--- config.mk ---
export PLATFORM = sky130hd
export DESIGN_NAME = sclk_master_gen
export DESIGN_NICKNAME = d
export VERILOG_FILES = /design/src/rtl/sclk_pkg.sv /design/src/rtl/sclk_cfg_track.sv /design/src/rtl/sclk_bit_div.sv /design/src/rtl/sclk_frame_div.sv /design/src/rtl/sclk_master_gen.sv
export SDC_FILE = /design/constraint.sdc
export NUM_CORES = 1
export LEC_CHECK = 0
export BUFFER_PORTS_ARGS = -buffer_cell sky130_fd_sc_hd__buf_2
export CAP_MARGIN = 20
export CORE_MARGIN = 2
export CORE_UTILIZATION = 60
export DETAILED_ROUTE_END_ITERATION = 10
export MAX_ROUTING_LAYER = met4
export PLACE_DENSITY = 0.82
export SLEW_MARGIN = 40
export SYNTH_ARGS = -nofsm -noshare
export SYNTH_HDL_FRONTEND = slang
export SYNTH_SLANG_ARGS = --single-unit
--- constraint.sdc ---
create_clock -name mclk -period 3.48 [get_ports mclk]
set_input_delay 0.696 -clock mclk [delete_from_list [all_inputs] [get_ports mclk]]
set_output_delay 0.696 -clock mclk [all_outputs]
set_load 0.005 [all_outputs]
--- src/rtl/sclk_pkg.sv ---
package sclk_pkg;

    localparam int unsigned RATIO_X256 = 256;
    localparam int unsigned RATIO_X384 = 384;
    localparam int unsigned RATIO_X512 = 512;
    localparam int unsigned RATIO_MAX  = RATIO_X512;

    typedef enum logic [1:0] {
        SEL_X256 = 2'b00,
        SEL_X512 = 2'b01,
        SEL_X384 = 2'b10,
        SEL_BAD  = 2'b11
    } ratio_sel_e;

    typedef struct packed {
        ratio_sel_e sel;
        logic       fast;
    } clk_cfg_t;

    localparam clk_cfg_t CFG_RESET = '{sel: SEL_X256, fast: 1'b0};

    // True when the ratio is allowed in the selected rate band.
    function automatic logic cfg_legal(clk_cfg_t c);
        case (c.sel)
            SEL_X256:           return 1'b1;
            SEL_X512, SEL_X384: return !c.fast;
            default:            return 1'b0;
        endcase
    endfunction

    function automatic int unsigned ratio_of(ratio_sel_e s);
        case (s)
            SEL_X256: return RATIO_X256;
            SEL_X512: return RATIO_X512;
            SEL_X384: return RATIO_X384;
            default:  return 0;
        endcase
    endfunction

    // Master cycles per bit-clock period.
    function automatic int unsigned div_of(ratio_sel_e s, int unsigned bits_per_frame);
        return ratio_of(s) / bits_per_frame;
    endfunction

endpackage

--- src/rtl/sclk_cfg_track.sv ---
module sclk_cfg_track
    import sclk_pkg::*;
#(
    parameter int unsigned BITS_PER_FRAME = 64,
    parameter int unsigned CNT_W          = 4
) (
    input  logic             clk,
    input  logic             rst,
    input  logic [1:0]       sel_in,
    input  logic             fast_in,
    output logic             restart,
    output logic             run,
    output logic             err,
    output logic [CNT_W-1:0] div
);

    clk_cfg_t cfg_in;
    clk_cfg_t cfg_q;
    logic     legal_q;

    always_comb begin
        cfg_in.sel  = ratio_sel_e'(sel_in);
        cfg_in.fast = fast_in;
    end

    // Any change of the setting restarts both dividers.
    assign restart = (cfg_in != cfg_q);
    assign run     = legal_q && !restart;
    assign err     = !legal_q;

    always_ff @(posedge clk) begin
        if (rst) begin
            cfg_q   <= CFG_RESET;
            legal_q <= 1'b1;
            div     <= CNT_W'(div_of(SEL_X256, BITS_PER_FRAME));
        end else begin
            cfg_q   <= cfg_in;
            legal_q <= cfg_legal(cfg_in);
            div     <= CNT_W'(div_of(cfg_in.sel, BITS_PER_FRAME));
        end
    end

endmodule

--- src/rtl/sclk_bit_div.sv ---
module sclk_bit_div #(
    parameter int unsigned CNT_W = 4
) (
    input  logic             clk,
    input  logic             rst,
    input  logic             run,
    input  logic [CNT_W-1:0] div,
    output logic             fall_tick,
    output logic             bclk,
    output logic             bclk_fall
);

    logic [CNT_W-1:0] cnt;
    logic [CNT_W-1:0] cnt_n;
    logic [CNT_W-1:0] half;

    always_comb begin
        half      = div >> 1;
        cnt_n     = (cnt == div - CNT_W'(1)) ? '0 : cnt + CNT_W'(1);
        fall_tick = run && (cnt_n == '0);
    end

    // Low while the count is in the lower half of the period, high in the upper half.
    always_ff @(posedge clk) begin
        if (rst || !run) begin
            cnt       <= '0;
            bclk      <= 1'b0;
            bclk_fall <= 1'b0;
        end else begin
            cnt       <= cnt_n;
            bclk      <= (cnt_n >= half);
            bclk_fall <= (cnt_n == '0);
        end
    end

endmodule

--- src/rtl/sclk_frame_div.sv ---
module sclk_frame_div #(
    parameter int unsigned BITS_PER_FRAME = 64
) (
    input  logic clk,
    input  logic rst,
    input  logic run,
    input  logic fall_tick,
    output logic lrclk,
    output logic frame_start
);

    localparam int unsigned FC_W = $clog2(BITS_PER_FRAME);

    logic [FC_W-1:0] fcnt;
    logic [FC_W-1:0] fcnt_n;

    assign fcnt_n = fcnt + FC_W'(1);

    // The count parks at all-ones so that the first fall opens a frame.
    always_ff @(posedge clk) begin
        if (rst || !run) begin
            fcnt        <= '1;
            lrclk       <= 1'b0;
            frame_start <= 1'b0;
        end else if (fall_tick) begin
            fcnt        <= fcnt_n;
            lrclk       <= fcnt_n[FC_W-1];
            frame_start <= (fcnt_n == '0);
        end else begin
            frame_start <= 1'b0;
        end
    end

endmodule

--- src/rtl/sclk_master_gen.sv ---
module sclk_master_gen
    import sclk_pkg::*;
#(
    parameter int unsigned BITS_PER_FRAME = 64
) (
    input  logic       mclk,
    input  logic       rst,
    input  logic [1:0] ratio_sel,
    input  logic       hi_rate,
    output logic       bclk,
    output logic       lrclk,
    output logic       bclk_fall,
    output logic       frame_start,
    output logic       cfg_err
);

    localparam int unsigned MAX_DIV = RATIO_MAX / BITS_PER_FRAME;
    localparam int unsigned CNT_W   = $clog2(MAX_DIV + 1);

    logic             restart;
    logic             run;
    logic             fall_tick;
    logic [CNT_W-1:0] div;

    sclk_cfg_track #(
        .BITS_PER_FRAME(BITS_PER_FRAME),
        .CNT_W         (CNT_W)
    ) u_cfg (
        .clk    (mclk),
        .rst    (rst),
        .sel_in (ratio_sel),
        .fast_in(hi_rate),
        .restart(restart),
        .run    (run),
        .err    (cfg_err),
        .div    (div)
    );

    sclk_bit_div #(
        .CNT_W(CNT_W)
    ) u_bit (
        .clk      (mclk),
        .rst      (rst),
        .run      (run),
        .div      (div),
        .fall_tick(fall_tick),
        .bclk     (bclk),
        .bclk_fall(bclk_fall)
    );

    sclk_frame_div #(
        .BITS_PER_FRAME(BITS_PER_FRAME)
    ) u_frame (
        .clk        (mclk),
        .rst        (rst),
        .run        (run),
        .fall_tick  (fall_tick),
        .lrclk      (lrclk),
        .frame_start(frame_start)
    );

endmodule

# ---- Word level (Yosys, flattened, before mapping)
# Index checks and enable logic that the tools add are counted.
dict set report totals {
  ff_bits 22
  word_cells 34
  out_inout_bits 5
  input_bits 5
}
dict set report op_classes {
  reduce_logical 12
  addsub 3
  magnitude_cmp 1
  n_eq_ne 4
  bitwise_logic 1
  muxes 3
}
# op count
set ops {}
lappend ops {{10-bit one-hot mux with 3 select lines} 1}
lappend ops {{6-bit by 1-bit adder with 6-bit output, second input constant} 1}
lappend ops {{6-bit zero test} 1}
lappend ops {{4-bit by 1-bit adder with 4-bit output, second input constant} 1}
lappend ops {{4-bit equality test} 1}
lappend ops {{4-bit by 3-bit >= comparator with 1-bit output} 1}
lappend ops {{1-bit zero test} 4}
lappend ops {{4-bit zero test} 1}
lappend ops {{4-bit 2-to-1 mux} 1}
lappend ops {{2-bit OR reduction} 2}
lappend ops {{4-bit by 1-bit subtractor with 4-bit output, second input constant} 1}
lappend ops {{3-bit inequality test} 1}
lappend ops {{2-bit by 1-bit equality test with 1-bit output, second input constant} 1}
lappend ops {{2-bit equality test, second input constant} 1}
lappend ops {{1-bit logical AND} 2}
lappend ops {{2-bit zero test} 1}
lappend ops {{1-bit one-hot mux with 2 select lines} 1}
lappend ops {{1-bit logical OR} 1}
lappend ops {{1-bit NOT} 1}

# ---- Longest topological paths before layout
# Gate-level depths: netlist (run 1).
dict set report depth {
  word_depth 7
  ltp_mapped 9
}

# ---- Cells and area by module
# A second synthesis (run 1) with hierarchy kept.
dict set report hier_totals {
  hier_cells 114
  area_unflattened_um2 1103.6
}
# mod area_per_inst_um2 cells_each instances
set modules_own_cells {}
lappend modules_own_cells {sclk_bit_div 447.9 45 1}
lappend modules_own_cells {sclk_frame_div 349.1 38 1}
lappend modules_own_cells {sclk_cfg_track 306.5 31 1}

# ---- Worst setup path before layout (run 1)
# No wires, ideal clock.
dict set report synth_timing {
  kind {reg-to-reg}
  startpoint {reg u_cfg.div[1]}
  endpoint {reg u_bit.bclk}
  setup_slack_ns 1.303
  path_stages_with_launch 10
  required_ns 3.360
  n_path_buf 0
  t_arrival_ns 2.057
  cell_sequence {dfxtp_1 inv_1 ha_1 xnor3_1 nand4_1 and2_1 ha_1 a21oi_1 nor2b_1 o31a_1}
}
dict set report synth_via {
  elab_chain_cells 4
}
# item line
set synth_rtl {}
lappend synth_rtl {{start, declared} sclk_cfg_track.sv:14} ;# output logic [CNT_W-1:0] div
lappend synth_rtl {{start signal, assigned} sclk_cfg_track.sv:35} ;# div <= CNT_W'(div_of(SEL_X256, BITS_PER_FRAME));
lappend synth_rtl {{start signal, assigned} sclk_cfg_track.sv:39} ;# div <= CNT_W'(div_of(cfg_in.sel, BITS_PER_FRAME));
lappend synth_rtl {{4-bit by 1-bit subtractor with 4-bit output} sclk_bit_div.sv:19} ;# cnt_n = (cnt == div - CNT_W'(1)) ? '0 : cnt + CNT_W'(1);
lappend synth_rtl {{4-bit equality test} sclk_bit_div.sv:19}
lappend synth_rtl {{4-bit 2-to-1 mux} sclk_bit_div.sv:19}
lappend synth_rtl {{net u_bit.cnt_n[1]} sclk_bit_div.sv:14} ;# logic [CNT_W-1:0] cnt_n;
lappend synth_rtl {{4-bit by 3-bit >= comparator with 1-bit output} sclk_bit_div.sv:31} ;# bclk <= (cnt_n >= half);
lappend synth_rtl {{end signal, assigned} sclk_bit_div.sv:31}
lappend synth_rtl {{end, declared} sclk_bit_div.sv:9} ;# output logic bclk,
# The timed path passes the listed nets, and every way through them passes these cells.
# A chain may end at the register's enable or synchronous reset.

# ---- Worst setup path after layout (run 1)
# Same ends and word-level chain as after synthesis.

==> summary.txt, run 1 <==
STA
  • Setup violations, final: 0
  • Final Hold Vio Count: 0
  • Fin crit period: 2420 ps
  • Fin. max-slew vios: 0
  • Worst-margin pin slew: 528 ps
  • Final WS setup: approximately 1100 ps
  • Worst hold margin: 474 ps
  • Final period utilization: 69.5%
  • TNS Setup: 0 ps
  • F_max: 414 MHz
  • Max-slew headroom: 64.8%
  • RSZ-0062 raised after global routing: false
  • Post-Route Skew: 2.83 ps

Critical path
  • CP endpoint kind: register
  • WS Path Type: reg2reg
  • WP data arrival: 2630 ps
  • Crit path launch type: register
  • FF-to-FF path depth: 9
  • Crit-path max FO: 8
  • Worst Path Required: approximately 3700 ps
  • Worst setup startpoint: u_cfg.div[1]
  • Reg2reg start: u_cfg.div[1]

Power and ir drop
  • Switching share of power: 25.1%
  • Worst vdd ir: between 0.3 and 0.4 mV
  • Leak: 0.531 nW
  • Clock power frac: 29.2%
  • Power Internal: slightly above 300 uW
  • Design Power: 414 uW
  • Power per Cell Area: 340 nW/um^2
  • Combinational power share: roughly a tenth
  • Part of the power in registers: 60.4%
  • Sw power: roughly 100 uW

GRT
  • First-pass GRT wire length: around 3.2 mm
  • Largest net degree at the start of global routing: 16
  • Initial antenna violation count: 0
  • Grt ovf: 0
  • Vias in the first global route: 786
  • GR Util All Layers: 21.5%

Synth
  • Post-synthesis sequential area ratio: 37.3%
  • Post-synthesis cell count: 120
  • Syn Std Cell Area: 1130 sq um
  • Post-synthesis register bit count: 21
  • Synth top area share: 37.3%
  • Cell taking the most area after synthesis: dfxtp_1
  • Netlist cell types: 34
  • Synth top area cells: dfxtp_1 37%, ha_1 12%, nor2_1 5.0%, mux2i_1 4.4%, a21oi_1 3.1%
  • Synth warn: 0
  • Net Count, Synth: 136
  • Avg Cell Area, Syn: ~9.4 sq um

Job
  • Max-cap violations: 0

Floorplan
  • Chip height: between 40 and 50 microns
  • Core region area: approximately 1700 sq um
  • Initial Utilization: 64.6%
  • # IOs: 10
  • Cell Rows: 15
  • DIE AREA: 2240 sq um
  • Die W: 47.3 microns

Route
  • Via-to-Cell Ratio: 5.40
  • Remaining DRCs: 0
  • DRT antenna net count: 0
  • DRT iter0 DRCs: 20
  • Final WL: 1.93 mm
  • Vias: around 840
  • WL/cell: 12.4 microns
  • Pre-Repair DR Iteration Count: 4

Final layout
  • Number of fill cells: between 100 and 150
  • Most common cell after layout, fill and taps aside: dfxtp_1
  • Fin nets: 147
  • Commonest non-fill, non-tap cells in the layout: 21 x dfxtp_1, 15 x nor2_1, 11 x ha_1
  • Final instance area: 1220 sq um
  • Area Overhead vs Synth: 8.10%
  • N_diodes: 0
  • Fraction of layout cells with a size suffix above 1: 14.6%

CTS
  • Clk buf depth: 2
  • H-Tree Depth: 1
  • CTS tree: built
  • Root buf cell: clkbuf_4
  • Register clock-pin slew on the reported worst setup and hold paths: 120 ps
  • Setup bufs post-CTS: 0
  • PostCTS Resize Cnt: 0
  • Clock latency on the worst-skew pair: 310 ps
  • Post-CTS Hold Fix Bufs: 0
  • CTS buffer count: 3
  • CTS sink count: 21

Placement
  • Placed cell area: 1190 sq um
  • Placer Congestion: 0.845
  • Detailed Place HPWL: approximately 1.5 mm
  • Port Buffers: 9
  • Dpl ws: 1100 ps

Hold path
  • Hold path start: u_frame.lrclk
  • Worst Hold Class: reg2reg
  • Hold path cells: 2

Run status
  • Status: finished, final reports clean
==> cell usage after synthesis <==
cell and count:
a21bo_2 1, inv_1 7, and2_1 5, nand2_1 6
nand2b_1 1, a31o_2 2, and4_4 1, a31oi_1 1
mux2i_1 5, a211o_1 1, or4_1 1, xor2_1 3
o21ai_4 1, xnor3_1 1, nor2_1 15, and4_1 1
nor4_1 1, a2111oi_2 1, nand3_1 2, o31a_1 1
clkbuf_1 2, a21boi_1 1, o2111ai_1 1, o21bai_1 2
xnor2_1 4, and3_1 2, dfxtp_1 21, nand4_1 5
ha_1 11, and3b_1 1, a21oi_1 7, nor2b_1 4
nand3b_1 1, buf_4 1
==> flip-flops by register name (all words and copies together), names as in the netlist <==
name	cells
u_cfg.cfg_q	3
u_cfg.div	3
u_bit.bclk	1
u_bit.bclk_fall	1
u_cfg.legal_q	1
u_bit.cnt	4
u_frame.frame_start	1
u_frame.lrclk	1
u_frame.fcnt	6
==> worst paths after layout <==
path | slack, ps | endpoint
worst max-delay path | 1060 | u_bit.bclk
worst min-delay path | 470 | u_frame.lrclk
worst max register to register | 1060 | u_bit.bclk
worst min register to register | 470 | u_frame.lrclk
==> stage by stage <==
stage	util [%]	std cells
4_1_cts	69.8	155
5_1_grt	69.8	155
3_5_place_dp	68.1	151
3_3_place_gp	68.1	151
2_1_floorplan	-	120
6_report	69.8	155
==> power groups by stage <==
| stage | logic [mW] | registers [mW] | clock network [mW] |
|---|---|---|---|
| after floorplan | 0.0330 | 0.254 | 0 |
| after global placement | 0.0410 | 0.255 | 0 |
| after detailed placement | 0.0429 | 0.256 | 0 |
| after CTS | 0.0431 | 0.250 | 0.124 |
| after global routing | 0.0494 | 0.251 | 0.134 |
| final | 0.0430 | 0.250 | 0.121 |
==> layer usage <==
layer | share of wire [%] | up-vias | track usage [%]
met2 | 48 | 17 | 36.2
met4 | 1.4 | 0 | 6.67
li1 | - | 440 | -
met5 | 0 | - | -
met1 | 46 | 376 | 23.1
met3 | 4.5 | 4 | 8.08
==> critical path, stage by stage, from the launching register on <==
cell	delay [ps]
dfxtp_1	390
inv_1	60
ha_1	190
xnor3_1	400
nand4_1	280
and2_1	290
ha_1	270
a21oi_1	130
nor2b_1	60
o31a_1	260
==> cell families (layout without fill, tap and decap cells) <==
logic type	after synthesis	after routing	share of synthesized area, %
xor+xnor	8	8	7.44
compound gates	19	19	13.2
flops	21	21	37.3
mux	5	5	4.44
simple gates	46	46	21.8
fa+ha+maj	11	11	12.2
buf+inv	10	20	3.66
==> final cells by class <==
| type | instances | area, sq um | area share, % |
|---|---|---|---|
| multi-input combinational | 89 | 666 | 54.6 |
| sequential | 21 | 420 | 34.5 |
| timing repair buffer | 9 | 45.0 | 3.70 |
| tap | 25 | 31.3 | 2.57 |
| inverter | 7 | 26.3 | 2.16 |
| clock buffer | 3 | 22.5 | 1.85 |
| clock inverter | 1 | 7.51 | 0.616 |
(Power assumes the default switching activity.)
==> run 2: changes to the inputs <==
CORE_UTILIZATION = 57   (was 60)
PLACE_DENSITY = 0.79   (was 0.82)
clock period = 2.25 ns   (was 3.48 ns; I/O delays follow)
==> summary.txt, run 2 (synthesis results as in run 1) <==
Run status
  • Status: finished, final reports clean

GRT
  • Initial antenna violation count: 0 (unchanged)
  • Largest net degree at the start of global routing: 15 (-1)
  • GR Util All Layers: 19.2% (-2.3 points)
  • First-pass GRT wire length: 3.48 mm (+9.1%)
  • Vias in the first global route: 813 (+3.4%)
  • Grt ovf: 0 (unchanged)

STA
  • RSZ-0062 raised after global routing: false
  • Max-slew headroom: 69.5% (+4.7 points)
  • Final Hold Vio Count: 0 (unchanged)
  • TNS Setup: 0 ps (unchanged)
  • Worst-margin pin slew: 456 ps (-71.7 ps)
  • Worst hold margin: 385 ps (-89.2 ps)
  • Fin crit period: 2060 ps (-357 ps)
  • Post-Route Skew: 3.42 ps (+0.591 ps)
  • Final period utilization: 91.6% (+22 points)
  • F_max: 485 MHz (+17%)
  • Setup violations, final: 0 (unchanged)
  • Fin. max-slew vios: 0 (unchanged)

Final layout
  • Layout Cells excl Fill: 159 (+2.6%)
  • N_diodes: 0 (unchanged)
  • Max reg flops: 6 (unchanged)
  • Fin nets: 149 (+1.4%)
  • Number of fill cells: 182 (+27%)
  • Multi-input gate area: 669 sq um (+0.56%)
  • Area Overhead vs Synth: 9.88%
  • Commonest non-fill, non-tap cells in the layout: 20 x dfxtp_1, 15 x nor2_1, 11 x ha_1
  • Largest reg by FF count: u_frame.fcnt
  • FF+latch area: 422 sq um (+0.30%)
  • Fraction of layout cells with a size suffix above 1: 17.4% (+2.8 points)
  • Largest registers: u_frame.fcnt: 6 flops, u_bit.cnt: 4 flops
  • Final instance area: 1240 sq um (+1.6%)
  • Most common cell after layout, fill and taps aside: dfxtp_1

Critical path
  • Most common cell on crit path: ha_1
  • Reg-to-reg slack, setup: 190 ps (-870 ps)
  • Worst setup startpoint: u_cfg.div[1]
  • Crit-path max FO: 3 (-5)
  • CP endpoint kind: register
  • WS Path Type: reg2reg
  • FF-to-FF path depth: 9 (unchanged)
  • Slowest stage cell, crit path: xnor3_1
  • Slowest cell delay on critical path: 390 ps (about the same)
  • Reg2Reg Capture Point: u_bit.bclk
  • Worst-path cell chain: inv_1 -> ha_1 -> xnor3_1 -> nand4_1 -> and2_1 -> ha_1 -> a21oi_2 -> nor2b_1 -> o31a_1
  • Crit path launch type: register
  • Worst Path Required: 2460 ps (-1230 ps)
  • WP data arrival: 2270 ps (-360 ps)
  • CP Capture Point: u_bit.bclk
  • Reg2reg start: u_cfg.div[1]

CTS
  • CTS tree: built
  • Setup bufs post-CTS: 0 (unchanged)
  • Clk buf depth: 2 (unchanged)
  • Register clock-pin slew on the reported worst setup and hold paths: 110 ps (about the same)
  • Clock latency on the worst-skew pair: 300 ps (about the same)
  • CTS buffer count: 3 (unchanged)
  • CTS sink count: 21 (unchanged)
  • Post-CTS Hold Fix Bufs: 0 (unchanged)
  • H-Tree Depth: 1 (unchanged)
  • Root buf cell: clkbuf_4

Placement
  • Placed cell area: 1210 sq um (+1.5%)
  • Placer Congestion: 0.870 (+3.0%)
  • Cells after DPL: 155 (+2.6%)
  • Port Buffers: 9 (unchanged)
  • Detailed Place HPWL: 1.50 mm (+0.88%)

Floorplan
  • Die W: 48.5 microns (+2.4%)
  • Core region area: 1920 sq um (+10%)
  • DIE AREA: 2350 sq um (+4.8%)
  • # IOs: 10 (unchanged)
  • Initial Utilization: 58.7% (-5.9 points)
  • Chip height: 48.5 microns (+2.4%)
  • Cell Rows: 16 (+1)

Route
  • Pre-Repair DR Iteration Count: 4 (unchanged)
  • Vias: 862 (+3.0%)
  • DRT iter0 DRCs: 17 (-15%)
  • WL/cell: 12.0 microns (-3.3%)
  • Via-to-Cell Ratio: 5.42 (+0.40%)
  • DRT antenna net count: 0 (unchanged)
  • Remaining DRCs: 0 (unchanged)
  • Final WL: 1.91 mm (-0.83%)

Power and ir drop
  • Leak: 0.545 nW (+2.7%)
  • Power per Cell Area: 512 nW/um^2 (+50%)
  • Worst vdd ir: 0.461 mV (+21%)

Hold path
  • Worst Hold Class: in2reg

Job
  • Max-cap violations: 0 (unchanged)
-- run 2: cell types whose count changed in the layout (fill, tap and decap cells not counted), sizes merged --
cell / before / now
buf: 9 / 11
clkinv: 0 / 1
clkinvlp: 1 / 0
-- run 2: where the power goes --
group,internal (mW),leakage (nW),total (mW),switching (mW)
clock,0.0663,0.0177,0.178,0.112
combinational,0.0331,0.356,0.0704,0.0373
sequential,0.380,0.172,0.385,0.00423
total,0.480,0.545,0.634,0.154
-- run 2: metrics by stage --
stage,utilization (%),worst slack [ps],total power [mW]
final,64.5,189,0.634
after CTS,64.2,126,0.639
after global routing,64.5,44.4,0.668
after floorplan,-,72.8,0.444
after global placement,62.8,198,0.460
after detailed placement,62.8,147,0.463
-- run 2: final cells by class --
class,instances,area share [%]
Inverter,7,2.12
Clock inverter,1,0.404
Tap cell,27,2.73
Multi-Input combinational cell,89,54.0
Clock buffer,3,1.82
Sequential cell,21,34.0
Timing Repair Buffer,11,4.85
-- run 2: worst min-delay path by stage --
stage	start	to	slack (ps)	cells past startpoint
after global routing	rst	u_cfg.cfg_q[2]	370	2
after floorplan	u_frame.lrclk	u_frame.lrclk	450	2
after global placement	u_frame.lrclk	u_frame.lrclk	450	2
after CTS	rst	u_cfg.cfg_q[0]	380	2
final	rst	u_cfg.cfg_q[0]	380	2
after detailed placement	u_frame.lrclk	u_frame.lrclk	460	2
-- run 2: metal layers --
layer | vias up | share of wire [%] | track usage (%)
li1 | 441 | - | -
met1 | 408 | 47 | 22.5
met2 | 11 | 49 | 32.6
met3 | 2 | 3.0 | 5.56
met4 | 0 | 0.73 | 4.29
met5 | - | 0 | -
-- run 2: critical path, delay by kind of cell, from the launching register on --
family | cells | cell delay, ps
compound gates | 2 | 370
xor+xnor | 1 | 390
fa+ha+maj | 2 | 470
buf+inv | 1 | 40
flops | 1 | 360
simple gates | 3 | 340
-- run 2: repair_timing --
item / 4_1_cts / 5_1_grt
endpoints found under the hold margin: 0 / 0
gates resized for setup: 0 / 2
endpoints found under the setup margin: 0 / 1
